## src/rtl/cal_alarm_pkg.sv

```systemverilog
package cal_alarm_pkg;
    localparam int NUM_FLD  = 6;
    localparam int FLD_W    = 12;
    localparam int CTRL_W   = 7;
    localparam int GLB_BIT  = 6;
    localparam int PEND_BIT = 1;
    localparam int SEL_FLD0 = 2;

    typedef enum logic [2:0] {
        SEL_STAT = 3'd0,
        SEL_CTRL = 3'd1,
        SEL_SEC  = 3'd2,
        SEL_MIN  = 3'd3,
        SEL_HOUR = 3'd4,
        SEL_DAY  = 3'd5,
        SEL_MON  = 3'd6,
        SEL_YEAR = 3'd7
    } reg_sel_e;

    typedef logic [FLD_W-1:0] fld_t;

    typedef struct packed {
        logic [CTRL_W-1:0]        ctrl;
        fld_t [NUM_FLD-1:0]       fld;
    } alarm_cfg_t;

    function automatic fld_t fld_mask(input int idx);
        case (idx)
            0, 1:    return 12'h07F;
            2, 3:    return 12'h03F;
            4:       return 12'h01F;
            default: return 12'hFFF;
        endcase
    endfunction
endpackage

```

## src/rtl/alarm_regs.sv

```systemverilog
module alarm_regs
    import cal_alarm_pkg::*;
#(
    parameter int DW = 16
) (
    input  logic          clk,
    input  logic          rst,
    input  logic          wr_en,
    input  logic [2:0]    wr_sel,
    input  logic [DW-1:0] wr_data,
    output alarm_cfg_t    cfg
);
    logic [CTRL_W-1:0] ctrl_q;
    fld_t              fld_q [NUM_FLD];

    always_ff @(posedge clk) begin
        if (rst) begin
            ctrl_q <= '0;
        end else if (wr_en && wr_sel == SEL_CTRL) begin
            ctrl_q <= wr_data[CTRL_W-1:0];
        end
    end

    for (genvar i = 0; i < NUM_FLD; i++) begin : g_fld
        localparam logic [2:0] MY_SEL = 3'(SEL_FLD0 + i);
        always_ff @(posedge clk) begin
            if (rst) begin
                fld_q[i] <= '0;
            end else if (wr_en && wr_sel == MY_SEL) begin
                fld_q[i] <= wr_data[FLD_W-1:0] & fld_mask(i);
            end
        end
    end

    always_comb begin
        cfg.ctrl = ctrl_q;
        for (int k = 0; k < NUM_FLD; k++) begin
            cfg.fld[k] = fld_q[k];
        end
    end
endmodule

```

## src/rtl/alarm_cmp.sv

```systemverilog
module alarm_cmp
    import cal_alarm_pkg::*;
(
    input  alarm_cfg_t         cfg,
    input  fld_t [NUM_FLD-1:0] cur,
    output logic               fire
);
    logic [NUM_FLD-1:0] hit;

    for (genvar i = 0; i < NUM_FLD; i++) begin : g_hit
        assign hit[i] = cfg.ctrl[i] && (cfg.fld[i] == cur[i]);
    end

    assign fire = cfg.ctrl[GLB_BIT] && (|hit);
endmodule

```

## src/rtl/alarm_pend.sv

```systemverilog
module alarm_pend (
    input  logic clk,
    input  logic rst,
    input  logic set,
    input  logic clr,
    output logic pend
);
    always_ff @(posedge clk) begin
        if (rst) begin
            pend <= 1'b0;
        end else if (set) begin
            pend <= 1'b1;
        end else if (clr) begin
            pend <= 1'b0;
        end
    end

    AST_SET_HOLDS: assert property (@(posedge clk) disable iff (rst)
        set |=> pend);
    AST_CLR_WORKS: assert property (@(posedge clk) disable iff (rst)
        (clr && !set) |=> !pend);
    AST_STICKY: assert property (@(posedge clk) disable iff (rst)
        (pend && !clr) |=> pend);
endmodule

```

## src/rtl/cal_alarm_match.sv

```systemverilog
module cal_alarm_match
    import cal_alarm_pkg::*;
#(
    parameter int DW = 16
) (
    input  logic          clk,
    input  logic          rst,
    input  logic          wr_en,
    input  logic [2:0]    wr_sel,
    input  logic [DW-1:0] wr_data,
    input  logic [2:0]    rd_sel,
    output logic [DW-1:0] rd_data,
    input  logic          sec_tick,
    input  logic [7:0]    cur_sec,
    input  logic [7:0]    cur_min,
    input  logic [7:0]    cur_hour,
    input  logic [7:0]    cur_mday,
    input  logic [7:0]    cur_mon,
    input  logic [11:0]   cur_year,
    output logic          alarm_irq
);
    alarm_cfg_t         cfg;
    fld_t [NUM_FLD-1:0] cur;
    logic               fire;
    logic               pend_set;
    logic               pend_clr;
    logic               pend;

    assign cur[0] = FLD_W'(cur_sec);
    assign cur[1] = FLD_W'(cur_min);
    assign cur[2] = FLD_W'(cur_hour);
    assign cur[3] = FLD_W'(cur_mday);
    assign cur[4] = FLD_W'(cur_mon);
    assign cur[5] = cur_year;

    alarm_regs #(.DW(DW)) u_regs (
        .clk     (clk),
        .rst     (rst),
        .wr_en   (wr_en),
        .wr_sel  (wr_sel),
        .wr_data (wr_data),
        .cfg     (cfg)
    );

    alarm_cmp u_cmp (
        .cfg  (cfg),
        .cur  (cur),
        .fire (fire)
    );

    assign pend_set = sec_tick && fire;
    assign pend_clr = wr_en && (wr_sel == SEL_STAT) && wr_data[PEND_BIT];

    alarm_pend u_pend (
        .clk  (clk),
        .rst  (rst),
        .set  (pend_set),
        .clr  (pend_clr),
        .pend (pend)
    );

    assign alarm_irq = pend;

    always_comb begin
        rd_data = '0;
        case (reg_sel_e'(rd_sel))
            SEL_STAT: rd_data[PEND_BIT]     = pend;
            SEL_CTRL: rd_data[CTRL_W-1:0]   = cfg.ctrl;
            SEL_SEC:  rd_data[FLD_W-1:0]    = cfg.fld[0];
            SEL_MIN:  rd_data[FLD_W-1:0]    = cfg.fld[1];
            SEL_HOUR: rd_data[FLD_W-1:0]    = cfg.fld[2];
            SEL_DAY:  rd_data[FLD_W-1:0]    = cfg.fld[3];
            SEL_MON:  rd_data[FLD_W-1:0]    = cfg.fld[4];
            default:  rd_data[FLD_W-1:0]    = cfg.fld[5];
        endcase
    end

    AST_NO_TICK_NO_RISE: assert property (@(posedge clk) disable iff (rst)
        (!sec_tick && !alarm_irq) |=> !alarm_irq);
    AST_GLB_GATE: assert property (@(posedge clk) disable iff (rst)
        (!cfg.ctrl[GLB_BIT] && !alarm_irq) |=> !alarm_irq);
    AST_IRQ_RISE_CAUSE: assert property (@(posedge clk) disable iff (rst)
        $rose(alarm_irq) |-> $past(sec_tick));
endmodule

```

## config.mk

```make
export PLATFORM = sky130hd
export DESIGN_NAME = cal_alarm_match
export DESIGN_NICKNAME = d
export VERILOG_FILES = /design/src/rtl/cal_alarm_pkg.sv /design/src/rtl/alarm_regs.sv /design/src/rtl/alarm_cmp.sv /design/src/rtl/alarm_pend.sv /design/src/rtl/cal_alarm_match.sv
export SDC_FILE = /design/constraint.sdc
export NUM_CORES = 1
export LEC_CHECK = 0
export CORE_UTILIZATION = 40
export CTS_CLUSTER_SIZE = 30
export DETAILED_ROUTE_END_ITERATION = 10
export DONT_BUFFER_PORTS = 1
export PLACE_DENSITY_LB_ADDON = 0.08
export SLEW_MARGIN = 20
export SYNTH_ARGS = -nofsm -noshare
export SYNTH_HDL_FRONTEND = slang
export SYNTH_SLANG_ARGS = --single-unit
```

## constraint.sdc

```tcl
create_clock -name clk -period 3.1 [get_ports clk]
set_input_delay 0.775 -clock clk [delete_from_list [all_inputs] [get_ports clk]]
set_output_delay 0.775 -clock clk [all_outputs]
set_load 0.02 [all_outputs]
```

==> out/qor.yml <==
outcome: "finished, final reports clean"
die_w_um: 88.57
synthAdderAreaFrac_pct: 0
finalCritPeriodShare_pct: 79.78
grt_pass1_vias: 1955
core-area_um2: 7253
fin_cells: 373
p_int_mw: 1.110
rrSetupSlack_ns: 1.26
antenna_left: 0
p_sw_share_pct: 23.28
die_area_um2: 7845
clk_pin_slew_ns: 0.09
cp-start-kind: "input pin"
hold_viol_final: 0
cts_setup_buffers: 0
viasPerCell: 5.351
synth_top_area_share_pct: 43.07
clock_path_buffers: 2
multi_input_area_um2: 1466
htree_levels: 2
power_density_nw_per_um2: 454.4
grt.total_usage_pct: 20.92
power.switching_mw: 0.3370
synth.largest_area_cell: "edfxtp_1"
layout-drive-gt1-share_pct: 8.759
crit_type: "input pin to output pin"
yosys_warnings: 0
synth_edf_count: 43
synthCells: 272
routed_wirelength_mm: 7.771
dpl.hpwl_mm: 5.867
place.gp.congestion: 0.8026
fin_crit_ns: 2.473
dp.cells: 365
peakVddDrop_mv: 0.2013
cts_tree: "yes"
cts-resized-gates: 0
synth_cell_type_count: 46
chipHeight_um: 88.57
fillers: 715
clock_latency_ns: 0.30
syn-cell-area_um2: 2998
p_comb_share_pct: 12.1
leakagePower_nw: 1.041
synth_xor_area_share_pct: 12.56
seq_power_share_pct: 56.4
finalClockSkew_ns: 0.008191
cap_violations: 0
rows: 31
setup_tns_ns: 0
synth_top_family_by_area: "simple AND/OR/NAND/NOR gates"
dr.pass1.iters: 4
antenna-diode-count: 0
grt_pass1_wl_mm: 11.39
drtIter0Drc: 99
worstMarginPinSlew_ns: 0.7059
grt_overflow: 0
ios: 95
synth.most_common_cell: "and2_1"
clock-sinks: 51
final_nets: 351
critPathArrivalTime_ns: 1.70
critPathRequiredTime_ns: 2.32
rsz0062_at_grt: "false"
final-seq-area_um2: 1451
clock.fmax_mhz: 404.3
syn_to_final_growth_pct: 6.261
synthTopCellsByArea: "edfxtp_1 43%, and2_1 10%, xnor2_1 9.1%"
async_flop_share_pct: 0
numPortBuffers: 0
relSlewSlack_pct: 52.84
synth_top_flop_cell: "edfxtp_1"
postCtsHoldBufs: 0
synth_compound_area_share_pct: 8.013
cts-root-buf: "clkbuf_8"
drt-wirelength-per-cell_um: 20.83
antenna_found_initial: 0
initial_core_util_pct: 41.33
grt_max_degree: 22
numCtsBuffers: 5
synth_common_cells: "48 x and2_1, 43 x edfxtp_1, 31 x xnor2_1"
min_path_type: "input pin to flip-flop"
worst-path-max-fanout: 21
muxShareOfSynthArea_pct: 6.010
vias: 1996
finalMaxSlewViolations: 0
synth-seq-area-share_pct: 48.41
syn_avg_cell_area_um2: 11.02
total_power_mw: 1.447
power.share.clock_pct: 31.5
setup_violations: 0
ys_ff_latch: 51
synthSimpleGateAreaFrac_pct: 21.83
post-route-drc-count: 0
worstSetupEndpointType: "output pin"
-- power by group through the flow --
| stage | sequential (mW) | combinational [mW] | clock (mW) |
|---|---|---|---|
| after floorplan | 0.820 | 0.159 | 0 |
| after global placement | 0.832 | 0.174 | 0 |
| after detailed placement | 0.833 | 0.175 | 0 |
| after CTS | 0.817 | 0.177 | 0.465 |
| after global routing | 0.821 | 0.194 | 0.492 |
| final | 0.816 | 0.175 | 0.456 |
-- metal layers --
layer | global-route usage [%] | routed length [um]
met5 | 0 | 0
met4 | 6.012 | 117
met3 | 6.063 | 565
met2 | 33.36 | 3673
met1 | 27.74 | 3414
-- registers in the layout (all words and copies together), names as in the netlist --
name           count
u_regs.ctrl_q      7
u_regs.fld_q      43
u_pend.pend        1
-- placed cells by master (no fill, tap or decap), types with 3 or more instances in the layout --
cell,count
and2_1,48
edfxtp_1,43
xnor2_1,31
nor2_1,18
xor2_1,12
mux2i_1,9
dfxtp_1,8
nand2_1,7
mux2_2,6
nand2b_1,5
a22oi_1,5
o21bai_1,5
nand4_1,5
clkbuf_8,5
o21ai_0,4
nor2b_1,4
a21oi_1,4
nand3_1,4
nor3_1,4
nor4_1,4
conb_1,4
buf_4,4
o22ai_1,3
a211oi_1,3
-- metrics by stage --
step | hold slack (ns) | util [%] | cell area (um^2) | worst slack [ns]
after global routing | 0.5097 | 43.92 | 3186 | 0.5748
after floorplan | 0.4707 | - | 3009 | 0.4440
after global placement | 0.5224 | 42.45 | 3079 | 0.6709
after detailed placement | 0.5240 | 42.45 | 3079 | 0.6518
final | 0.5283 | 43.92 | 3186 | 0.6268
after CTS | 0.5197 | 43.92 | 3186 | 0.6312
-- cell type report --
type	count	share of cell area [%]
inverter	2	0.2357
timing repair buffer	4	0.9427
clock buffer	7	2.396
multi-input combinational	209	46.03
tap	99	3.888
clock inverter	1	0.9427
sequential	51	45.56
-- logic make-up (layout without fill, tap and decap cells) --
kind of cell,count (synthesis),after routing
flops,51,51
other cells,1,4
mux,16,16
simple gates,112,112
xor+xnor,43,43
buf+inv,15,14
compound gates,34,34
-- path summary, 6_finish.rpt --
| path | end | startpoint | depth (start not counted) |
|---|---|---|---|
| worst max register to register | u_pend.pend | u_regs.fld_q[2][13] | 5 |
| worst max-delay path | rd_data[5] | rd_sel[2] | 5 |
| worst min-delay path | u_regs.ctrl_q[5] | rst | 1 |
| worst min register to register | u_regs.ctrl_q[3] | u_regs.ctrl_q[3] | 2 |
-- worst max-delay path: stages --
cell     delay, ns
nor2b_1       0.20
a22oi_1       0.12
o32ai_1       0.16
a21oi_1       0.10
nor2_1        0.34
No activity file was read; power rests on OpenSTA's default activity.
